--- src/rtl/cds_pkg.sv ---
package cds_pkg;
   typedef enum logic [1:0] {
      LAY_NONE  = 2'd0,
      LAY_H2    = 2'd1,
      LAY_H2V2  = 2'd2,
      LAY_V2    = 2'd3
   } layout_e;

   localparam int NUM_CHROMA = 2;
endpackage

--- src/rtl/cds_hfilt.sv ---
// Three-tap [1 2 1] chroma filter, rounded.
module cds_hfilt #(
   parameter int W = 10
) (
   input  logic [W-1:0] left,
   input  logic [W-1:0] mid,
   input  logic [W-1:0] right,
   output logic [W-1:0] filt
);
   assign filt = W'(({2'b00, left} + {1'b0, mid, 1'b0} + {2'b00, right} + (W+2)'(2)) >> 2);
endmodule

--- src/rtl/cds_linebuf.sv ---
// Holds the filtered chroma of the last even line, one entry per chroma pair.
module cds_linebuf #(
   parameter int W  = 20,
   parameter int AW = 6
) (
   input  logic          clk,
   input  logic          we,
   input  logic [AW-1:0] waddr,
   input  logic [W-1:0]  wdata,
   input  logic [AW-1:0] raddr,
   output logic [W-1:0]  rdata
);
   localparam int DEPTH = 1 << AW;

   logic [W-1:0] mem [DEPTH];

   always_ff @(posedge clk) begin
      if (we) mem[waddr] <= wdata;
   end

   assign rdata = mem[raddr];
endmodule

--- src/rtl/cds_depth.sv ---
// Output depth stage: full width, or rounded and saturated to 8 bits.
module cds_depth #(
   parameter int W = 10
) (
   input  logic [W-1:0] din,
   input  logic         keep,
   output logic [W-1:0] dout
);
   localparam logic [W-1:0] MAX8 = W'(255);

   logic [W-1:0] q;

   assign q    = W'(({2'b00, din} + (W+2)'(2)) >> 2);
   assign dout = keep ? din : ((q > MAX8) ? MAX8 : q);
endmodule

--- src/rtl/chroma_decimator.sv ---
module chroma_decimator
   import cds_pkg::*;
#(
   parameter  int DATA_W = 10,
   parameter  int MAX_W  = 64,
   parameter  int MAX_H  = 64,
   localparam int WW     = $clog2(MAX_W + 1),
   localparam int HW     = $clog2(MAX_H + 1)
) (
   input  logic              clk,
   input  logic              rst_n,
   input  logic              cfg_en,
   input  logic [1:0]        cfg_layout,
   input  logic              cfg_depth10,
   input  logic [WW-1:0]     cfg_width,
   input  logic [HW-1:0]     cfg_height,
   input  logic              in_valid,
   output logic              in_ready,
   input  logic              in_sof,
   input  logic [DATA_W-1:0] in_y,
   input  logic [DATA_W-1:0] in_cb,
   input  logic [DATA_W-1:0] in_cr,
   output logic              out_valid,
   input  logic              out_ready,
   output logic              out_sof,
   output logic              out_eol,
   output logic              out_cvalid,
   output logic [DATA_W-1:0] out_y,
   output logic [DATA_W-1:0] out_cb,
   output logic [DATA_W-1:0] out_cr
);
   localparam int AW = WW - 1;
   localparam int NC = NUM_CHROMA;

   if (DATA_W < 10) begin : g_bad_dw
      $error("chroma_decimator: DATA_W must be at least 10");
   end
   if (MAX_W < 2 || (MAX_W % 2) != 0) begin : g_bad_w
      $error("chroma_decimator: MAX_W must be even and at least 2");
   end
   if (MAX_H < 1) begin : g_bad_h
      $error("chroma_decimator: MAX_H must be at least 1");
   end

   // mode decode
   layout_e lay;
   logic    h_on, v_on;
   assign lay  = layout_e'(cfg_layout);
   assign h_on = (lay == LAY_H2) || (lay == LAY_H2V2);
   assign v_on = (lay == LAY_H2V2);

   // position of the incoming pixel
   logic [WW-1:0] x_cnt, xi;
   logic [HW-1:0] l_cnt, li;
   logic          in_last, acc;

   assign xi      = in_sof ? '0 : x_cnt;
   assign li      = in_sof ? '0 : l_cnt;
   assign in_last = (xi == cfg_width - WW'(1));

   always_ff @(posedge clk or negedge rst_n) begin
      if (!rst_n) begin
         x_cnt <= '0;
         l_cnt <= '0;
      end else if (acc) begin
         if (in_last) begin
            x_cnt <= '0;
            l_cnt <= li + HW'(1);
         end else begin
            x_cnt <= xi + WW'(1);
            l_cnt <= li;
         end
      end
   end

   // held pixel: output one pixel behind the input, flushed at line end
   logic [DATA_W-1:0] in_c [NC];
   logic [DATA_W-1:0] p_c  [NC];
   logic [DATA_W-1:0] l_c  [NC];
   logic [DATA_W-1:0] r_c  [NC];
   logic [DATA_W-1:0] hf   [NC];
   logic [DATA_W-1:0] abv  [NC];
   logic [DATA_W-1:0] avg  [NC];
   logic [DATA_W-1:0] sel  [NC];
   logic [DATA_W-1:0] dep  [NC];
   logic [DATA_W-1:0] p_y, y_dep;
   logic [AW-1:0]     p_xh;
   logic              pv, p_sof, p_last, p_even, p_lodd, p_llast;
   logic              en_ovalid, en_iready, fire_o, cval;

   assign in_c[0] = in_cb;
   assign in_c[1] = in_cr;

   assign en_ovalid = pv && (p_last || in_valid);
   assign en_iready = !pv || (!p_last && out_ready);
   assign in_ready  = cfg_en ? en_iready : out_ready;
   assign out_valid = cfg_en ? en_ovalid : in_valid;
   assign acc       = in_valid && in_ready;
   assign fire_o    = out_valid && out_ready;

   always_ff @(posedge clk or negedge rst_n) begin
      if (!rst_n) begin
         pv      <= 1'b0;
         p_y     <= '0;
         p_sof   <= 1'b0;
         p_last  <= 1'b0;
         p_even  <= 1'b0;
         p_lodd  <= 1'b0;
         p_llast <= 1'b0;
         p_xh    <= '0;
         for (int k = 0; k < NC; k++) begin
            p_c[k] <= '0;
            l_c[k] <= '0;
         end
      end else if (!cfg_en) begin
         pv <= 1'b0;
      end else if (acc) begin
         pv      <= 1'b1;
         p_y     <= in_y;
         p_sof   <= in_sof;
         p_last  <= in_last;
         p_even  <= !xi[0];
         p_lodd  <= li[0];
         p_llast <= (li == cfg_height - HW'(1));
         p_xh    <= AW'(xi >> 1);
         for (int k = 0; k < NC; k++) begin
            p_c[k] <= in_c[k];
            l_c[k] <= (xi == '0) ? in_c[k] : p_c[k];
         end
      end else if (fire_o) begin
         pv <= 1'b0;
      end
   end

   // line buffer of filtered even-line chroma
   logic                wr_buf;
   logic [2*DATA_W-1:0] buf_rd;

   assign wr_buf = fire_o && cfg_en && v_on && p_even && !p_lodd;

   cds_linebuf #(.W(2*DATA_W), .AW(AW)) u_lbuf (
      .clk   (clk),
      .we    (wr_buf),
      .waddr (p_xh),
      .wdata ({hf[1], hf[0]}),
      .raddr (p_xh),
      .rdata (buf_rd)
   );

   assign abv[0] = buf_rd[DATA_W-1:0];
   assign abv[1] = buf_rd[2*DATA_W-1:DATA_W];

   assign cval = !h_on ? 1'b1
               : !v_on ? p_even
               : (p_even && (p_lodd || p_llast));

   for (genvar k = 0; k < NC; k++) begin : g_chroma
      assign r_c[k] = p_last ? p_c[k] : in_c[k];

      cds_hfilt #(.W(DATA_W)) u_hf (
         .left  (l_c[k]),
         .mid   (p_c[k]),
         .right (r_c[k]),
         .filt  (hf[k])
      );

      assign avg[k] = DATA_W'(({1'b0, abv[k]} + {1'b0, hf[k]} + (DATA_W+1)'(1)) >> 1);
      assign sel[k] = !h_on ? p_c[k] : ((v_on && p_lodd) ? avg[k] : hf[k]);

      cds_depth #(.W(DATA_W)) u_dep (
         .din  (sel[k]),
         .keep (cfg_depth10),
         .dout (dep[k])
      );
   end

   cds_depth #(.W(DATA_W)) u_ydep (
      .din  (p_y),
      .keep (cfg_depth10),
      .dout (y_dep)
   );

   assign out_sof    = cfg_en ? p_sof  : in_sof;
   assign out_eol    = cfg_en ? p_last : in_last;
   assign out_cvalid = cfg_en ? cval   : 1'b1;
   assign out_y      = cfg_en ? y_dep  : in_y;
   assign out_cb     = cfg_en ? dep[0] : in_cb;
   assign out_cr     = cfg_en ? dep[1] : in_cr;
endmodule

--- config.mk ---
export PLATFORM = sky130hd
export DESIGN_NAME = chroma_decimator
export DESIGN_NICKNAME = d
export VERILOG_FILES = /design/src/rtl/cds_pkg.sv /design/src/rtl/cds_hfilt.sv /design/src/rtl/cds_linebuf.sv /design/src/rtl/cds_depth.sv /design/src/rtl/chroma_decimator.sv
export SDC_FILE = /design/constraint.sdc
export NUM_CORES = 2
export LEC_CHECK = 0
export ABC_CLOCK_PERIOD_IN_PS = 9900
export BUFFER_PORTS_ARGS = -buffer_cell sky130_fd_sc_hd__buf_4
export CELL_PAD_IN_SITES_DETAIL_PLACEMENT = 1
export CELL_PAD_IN_SITES_GLOBAL_PLACEMENT = 1
export CORE_ASPECT_RATIO = 0.75
export CORE_MARGIN = 2
export CORE_UTILIZATION = 45
export DETAILED_ROUTE_END_ITERATION = 8
export PLACE_DENSITY_LB_ADDON = 0.3
export SETUP_SLACK_MARGIN = 0.3
export SYNTH_ARGS = -nofsm -noshare
export SYNTH_HDL_FRONTEND = slang
export SYNTH_SLANG_ARGS = --single-unit
--- constraint.sdc ---
create_clock -name clk -period 9.9 [get_ports clk]
set_input_delay 0.99 -clock clk [delete_from_list [all_inputs] [get_ports clk]]
set_output_delay 0.99 -clock clk [all_outputs]
set_load 0.02 [all_outputs]
**After elaboration in Yosys (flattened, before gate mapping)**

Memories as Yosys holds them, arrays and structs flattened.
Cells that the tools add are included.

- Eq/ne operators: 5
- Reduce and logical (&&, ||, !) cells: 20
- Mux-type cells: 33
- Add/subtract/negate cells: 17
- $lt $le $gt $ge: 3

Operators with widths:

| cell | number |
|---|---|
| $mux 10 | 17 |
| $add 10x2->11 const B | 3 |
| $gt 10x8->1 const B | 3 |
| $mux 7 | 4 |
| $add 10x11->12 | 2 |
| $add 12x10->12 | 2 |
| $add 12x2->12 const B | 2 |
| $add 10x10->11 | 2 |
| $add 11x1->11 const B | 2 |
| $add 7x1->7 const B | 2 |
| $eq 7x7->1 | 2 |
| $sub 7x1->7 const B | 2 |
| $mux 1 | 12 |
| $logic_and 1x1->1 | 10 |
| $logic_not 7->1 | 1 |
| $logic_not 1->1 | 4 |
| $logic_or 1x1->1 | 4 |
| $ne 3x1->1 const B | 1 |
| $eq 2x1->1 const B | 1 |
| $eq 2x2->1 const B | 1 |
| $reduce_and 2->1 | 1 |

- Logic and storage cells: 93
- Bits in writable memories: 1280
- Memories: 1
- Register bits: 76
- Input bits: 53

Memories:

| name | words | width | rd ports | clocked after memory_dff | write ports | RTL line | text |
|---|---|---|---|---|---|---|---|
| u_lbuf.mem | 64 | 20 | 1 | 0 | 1 | cds_linebuf.sv:15 | `logic [W-1:0] mem [DEPTH];` |

**Logic depth before layout (Yosys ltp)**

- Depth in word-level cells: 12
- Depth in mapped cells: 28
- Gate-level depth less buffers: 22

**By module**

A second synthesis with hierarchy kept.

- Cells, all modules: 3102
- Area total of the unflattened synthesis: 56902.1 µm²

Modules (own cells, without submodules):

| module | cells an instance | area an instance (µm²) | times used |
|---|---|---|---|
| cds_linebuf | 2223 | 49094.6 | 1 |
| chroma_decimator | 612 | 5635.4 | 1 |
| cds_depth | 43 | 302.8 | 3 |
| cds_hfilt at g_chroma[1].u_hf | 72 | 668.1 | 1 |
| cds_hfilt at g_chroma[0].u_hf | 66 | 595.6 | 1 |

**Worst setup path after synthesis**

OpenSTA, ideal clock, no wires.

- Path type: reg2out
- Start: register p_last
- End: output port out_cb[6]
- Data arrival time: 7.517 ns
- Stages on the path, launching flop included: 15
- Path slack: 1.393 ns
- Data required time: 8.910 ns
- Buffers on the path: 2
- Cells stage by stage: dfrtp_1 > clkbuf_1 > clkbuf_1 > mux2_2 > fa_1 > ha_1 > nand2_1 > nor4_1 > nor2_1 > o311ai_1 > xor2_1 > and3_1 > o41ai_1 > a31oi_1 > a221o_1

- Cells in the longest elaborated chain, start to end: 12

RTL lines:

| element | RTL line | text |
|---|---|---|
| start, declared | chroma_decimator.sv:88 | `logic pv, p_sof, p_last, p_even, p_lodd, p_llast;` |
| start signal, assigned | chroma_decimator.sv:121 | `p_last <= in_last;` |
| $mux 10 * | chroma_decimator.sv:158 | `assign r_c[k] = p_last ? p_c[k] : in_c[k];` |
| $add 12x10->12 * | cds_hfilt.sv:10 | `assign filt = W'(({2'b00, left} + {1'b0, mid, 1'b0} + {2'b00, right} + (W+2)'(2)) >> 2);` |
| $add 12x2->12 * | cds_hfilt.sv:10 |  |
| named net g_chroma[0].u_hf.filt[7] | cds_hfilt.sv:8 | `output logic [W-1:0] filt` |
| $add 10x10->11 | chroma_decimator.sv:167 | `assign avg[k] = DATA_W'(({1'b0, abv[k]} + {1'b0, hf[k]} + (DATA_W+1)'(1)) >> 1);` |
| $add 11x1->11 | chroma_decimator.sv:167 |  |
| $mux 10 * (2 in series) | chroma_decimator.sv:168 | `assign sel[k] = !h_on ? p_c[k] : ((v_on && p_lodd) ? avg[k] : hf[k]);` |
| $add 10x2->11 | cds_depth.sv:13 | `assign q = W'(({2'b00, din} + (W+2)'(2)) >> 2);` |
| $gt 10x8->1 | cds_depth.sv:14 | `assign dout = keep ? din : ((q > MAX8) ? MAX8 : q);` |
| $mux 10 | cds_depth.sv:14 |  |
| $mux 10 * | cds_depth.sv:14 |  |
| $mux 10 * | chroma_decimator.sv:187 | `assign out_cb = cfg_en ? dep[0] : in_cb;` |
| end, declared | chroma_decimator.sv:29 | `output logic [DATA_W-1:0] out_cb,` |

Mark *: on every way through the listed nets, which the timed path passes. The rest lies on a longest branch.

**Worst setup path in the final report**

- Start: register p_xh[2]
- End: output port out_cb[6]

- Cells in the longest elaborated chain, start to end: 10

RTL lines:

| element | RTL line | text |
|---|---|---|
| start, declared | chroma_decimator.sv:87 | `logic [AW-1:0] p_xh;` |
| start signal, assigned | chroma_decimator.sv:125 | `p_xh <= AW'(xi >> 1);` |
| $mem_v2 64x20 * | - |  |
| $add 10x10->11 * | chroma_decimator.sv:167 |  |
| $add 11x1->11 * | chroma_decimator.sv:167 |  |
| $mux 10 * (2 in series) | chroma_decimator.sv:168 |  |
| $add 10x2->11 | cds_depth.sv:13 |  |
| $gt 10x8->1 | cds_depth.sv:14 |  |
| $mux 10 | cds_depth.sv:14 |  |
| $mux 10 * | cds_depth.sv:14 |  |
| $mux 10 * | chroma_decimator.sv:187 |  |

Every way passes the cells marked *; elsewhere a longest branch is shown, timed or not.

==> results.md <==
- Run status: finished clean
- DIE AREA: 0.125 mm²
- Static leakage: 20.1 nW
- Port Buffers: 87
- Fmax achieved: 109 MHz
- Crit path DAT: 8160 ps
- Crit Path Max Fanout: 54
- Root buf cell: clkbuf_16
- R2R Setup Slk: 4760 ps
- Delay-heaviest family, CP: simple AND/OR/NAND/NOR gates
- Mean Syn Cell Area: 15.7 µm²
- First-pass GRT wire length: 268 mm
- Dpl ws: 1630 ps
- DR pass1 iterations: 5
- Worst slew margin: 4.47%
- Share of cells above drive strength 1: 17.4%
- Yosys warnings: 0
- CP cell instances: or3_4, buf_4, o22a_1, o221ai_1, nor3_1, o22ai_1, nor4_2, ha_1, a21o_1, a21oi_1, nor2b_1, nor4b_1, nand3b_1, and3_1, nor3b_1, nand4_1, nor2_1, a31oi_1, a221o_1, buf_4
- Register area share after synthesis: 73.1%
- PD cells: 324 mW/mm²
- Die W: 408 µm
- Syn Nets: 3634
- Fin Setup TNS: 0 ps
- GR Overflow Total: 0
- Crit-path slowest cell: dfrtp_4
- Layout fillers: 11624
- CTS sink count: 1356
- Clock buffer depth: 3
- Slowest stage delay, CP: 950 ps
- Hold Vio Cnt, Final: 0
- Post-layout nets: 3769
- Post-synth EDFFs: 1280
- Area growth syn-to-layout: 13.7%
- Post-synth cell types: 93
- Largest net degree at the start of global routing: 78
- CTS tree: done
- Post-route setup slack: 755 ps
- DRC: 0
- Starting Density: 45.2%
- Via Count: 35992
- Yosys reg bits: 1356
- Per-cell routed wire length: 34.9 µm
- Initial antenna violation count: 11
- Setup Skew: 31.0 ps
- Total Wirelength: 188 mm
- Post-route cell area: 0.0627 mm²
- Post-Syn Area: 0.0552 mm²
- Skew-Pair Late Insertion Delay: 770 ps
- CTS Hold Bufs: 0
- Placed Instance Area: 0.0585 mm²
- Post-Syn Instances: 3514
- Tmin final: 9150 ps
- Final antenna-violating net count: 0
- GPL Wtd Cong: 0.928
- Htree depth: 4
- Required @ worst endpoint: 8910 ps
- Io pins: 88
- Vias per cell: 6.68
- Die Span Y: 307 µm
- 1st-iter DRT viols: 5019
- Type of origin of the critical path: flop
- Post-synth ARST share: 5.60%
- Setup violations, final: 0
- Detailed placement HPWL: 115 mm
- Core area: 0.122 mm²
- Ys flop type: edfxtp_1
- CP Buf/Inv Count: 2
- Fin crit share: 92.4%
- MaxCap Viol Count: 0
- Crit end category: output port
- GRT Overall Usage: 29.8%
- Hold Path Class: input port to asynchronous set/reset pin
- Slew Viols, Final: 0
- Max VDD drop: 0.522 mV
- Clk pin slew, worst setup/hold paths: 70 ps
- Vias in the first global route: 35689
- Cell Rows: 111
- WS Path Type: flop to output port
- Num CTS Buffers: 130
- Worst-Margin Slew: 1430 ps
- Setup repair after global routing missed its margin: no
- Most frequent CP cell: buf_4
==> state kept, by name (all words and copies together) (netlist names) <==
signal	count
p_llast	1
x_cnt	7
p_xh	6
l_cnt	7
p_y	10
p_even	1
pv	1
p_lodd	1
l_c	20
u_lbuf.mem	1280
p_last	1
p_c	20
p_sof	1
==> logic make-up (layout without fill, tap and decap cells) <==
logic type      Yosys count  after routing  synth area share (%)
fa+ha+maj                67             67                  1.76
xor+xnor                 64             64                  1.02
mux                     203            203                  4.71
flops                  1356           1356                  73.1
compound gates          907            907                  11.1
buf+inv                 274            506                  2.32
simple gates            643            643                  5.98
other cells               0              3                     0
==> per-stage QoR <==
stage | hold slack (ps) | util (%) | cells | power [mW]
global route | 262 | 51.4 | 5384 | 20.9
CTS | 224 | 51.4 | 5384 | 20.2
floorplan | 441 | - | 3514 | 12.3
detailed placement | 477 | 47.9 | 5155 | 15.2
global placement | 452 | 47.9 | 5154 | 14.9
finish | 227 | 51.4 | 5387 | 20.3
==> cell usage after synthesis (all sizes together), types with 13 or more instances <==
library cell,instances,area share (%)
a211oi,15,0.20
a21o,14,0.19
a21oi,89,0.84
a221oi,18,0.32
a31oi,19,0.22
and3,13,0.15
buf,74,0.95
clkbuf,141,0.96
dfrtp,76,3.4
edfxtp,1280,70
fa,18,0.65
ha,49,1.1
inv,57,0.39
mux2,81,1.7
mux2i,85,1.5
mux4,37,1.5
nand2,135,0.92
nand2b,28,0.32
nand3,37,0.34
nor2,165,1.1
nor2b,33,0.37
nor3,78,0.72
nor4,56,0.67
o211ai,13,0.18
o21ai,115,1.0
o221ai,68,1.1
o22a,53,0.84
o22ai,404,4.6
xnor2,42,0.67
xor2,22,0.35
==> report_power, final <==
part           switching, mW  internal [mW]
Combinational           5.05           1.45
Clock                   2.21           2.87
Sequential             0.111           8.64
==> cell type report <==
type	instances	area [µm²]	share of cell area (%)
clock inverters	69	767	1.22
multi-input cells	1884	14100	22.5
well taps	1638	2050	3.27
clock buffers	160	3470	5.53
flip-flops and latches	1356	40300	64.3
inverters	59	221	0.353
repair buffers	218	1710	2.73
diodes	3	7.51	0.0120
==> routing by layer <==
metal | global-route usage, % | routed length [µm]
met5 | 0 | 51
met4 | 10.3 | 6310
met3 | 8.08 | 23300
met2 | 42.1 | 80000
met1 | 44.4 | 78300
==> worst paths after layout <==
kind                            from                  to  cells past startpoint
hold reg to reg               l_c[0]              l_c[0]                      2
min in group clk           out_ready                  pv                      2
setup reg to reg              p_last  u_lbuf.mem[49][18]                     12
setup / recovery             p_xh[2]           out_cb[6]                     20
max in group asynchronous      rst_n             p_xh[2]                      2
hold / removal                 rst_n              p_y[8]                      1
==> placed cells by master, fill, tap and decap left out, types with 73 or more instances in the layout <==
| cell | synthesis | layout |
|---|---|---|
| clkbuf_16 | 0 | 134 |
| nand2_1 | 135 | 134 |
| buf_4 | 7 | 211 |
| edfxtp_1 | 1280 | 1280 |
| dfrtp_1 | 76 | 73 |
| o21ai_0 | 108 | 108 |
| nor3_1 | 77 | 76 |
| mux2i_1 | 85 | 85 |
| nor2_1 | 163 | 98 |
| a21oi_1 | 84 | 84 |
| mux2_2 | 78 | 78 |
| o22ai_1 | 404 | 404 |
==> timing repair <==
item / 4_1_cts / 5_1_grt
gates resized for setup: 0 / 1
buffers inserted: 0 / 0
endpoints found under the setup margin: 0 / 1
Power figures use the tool's default switching activity.
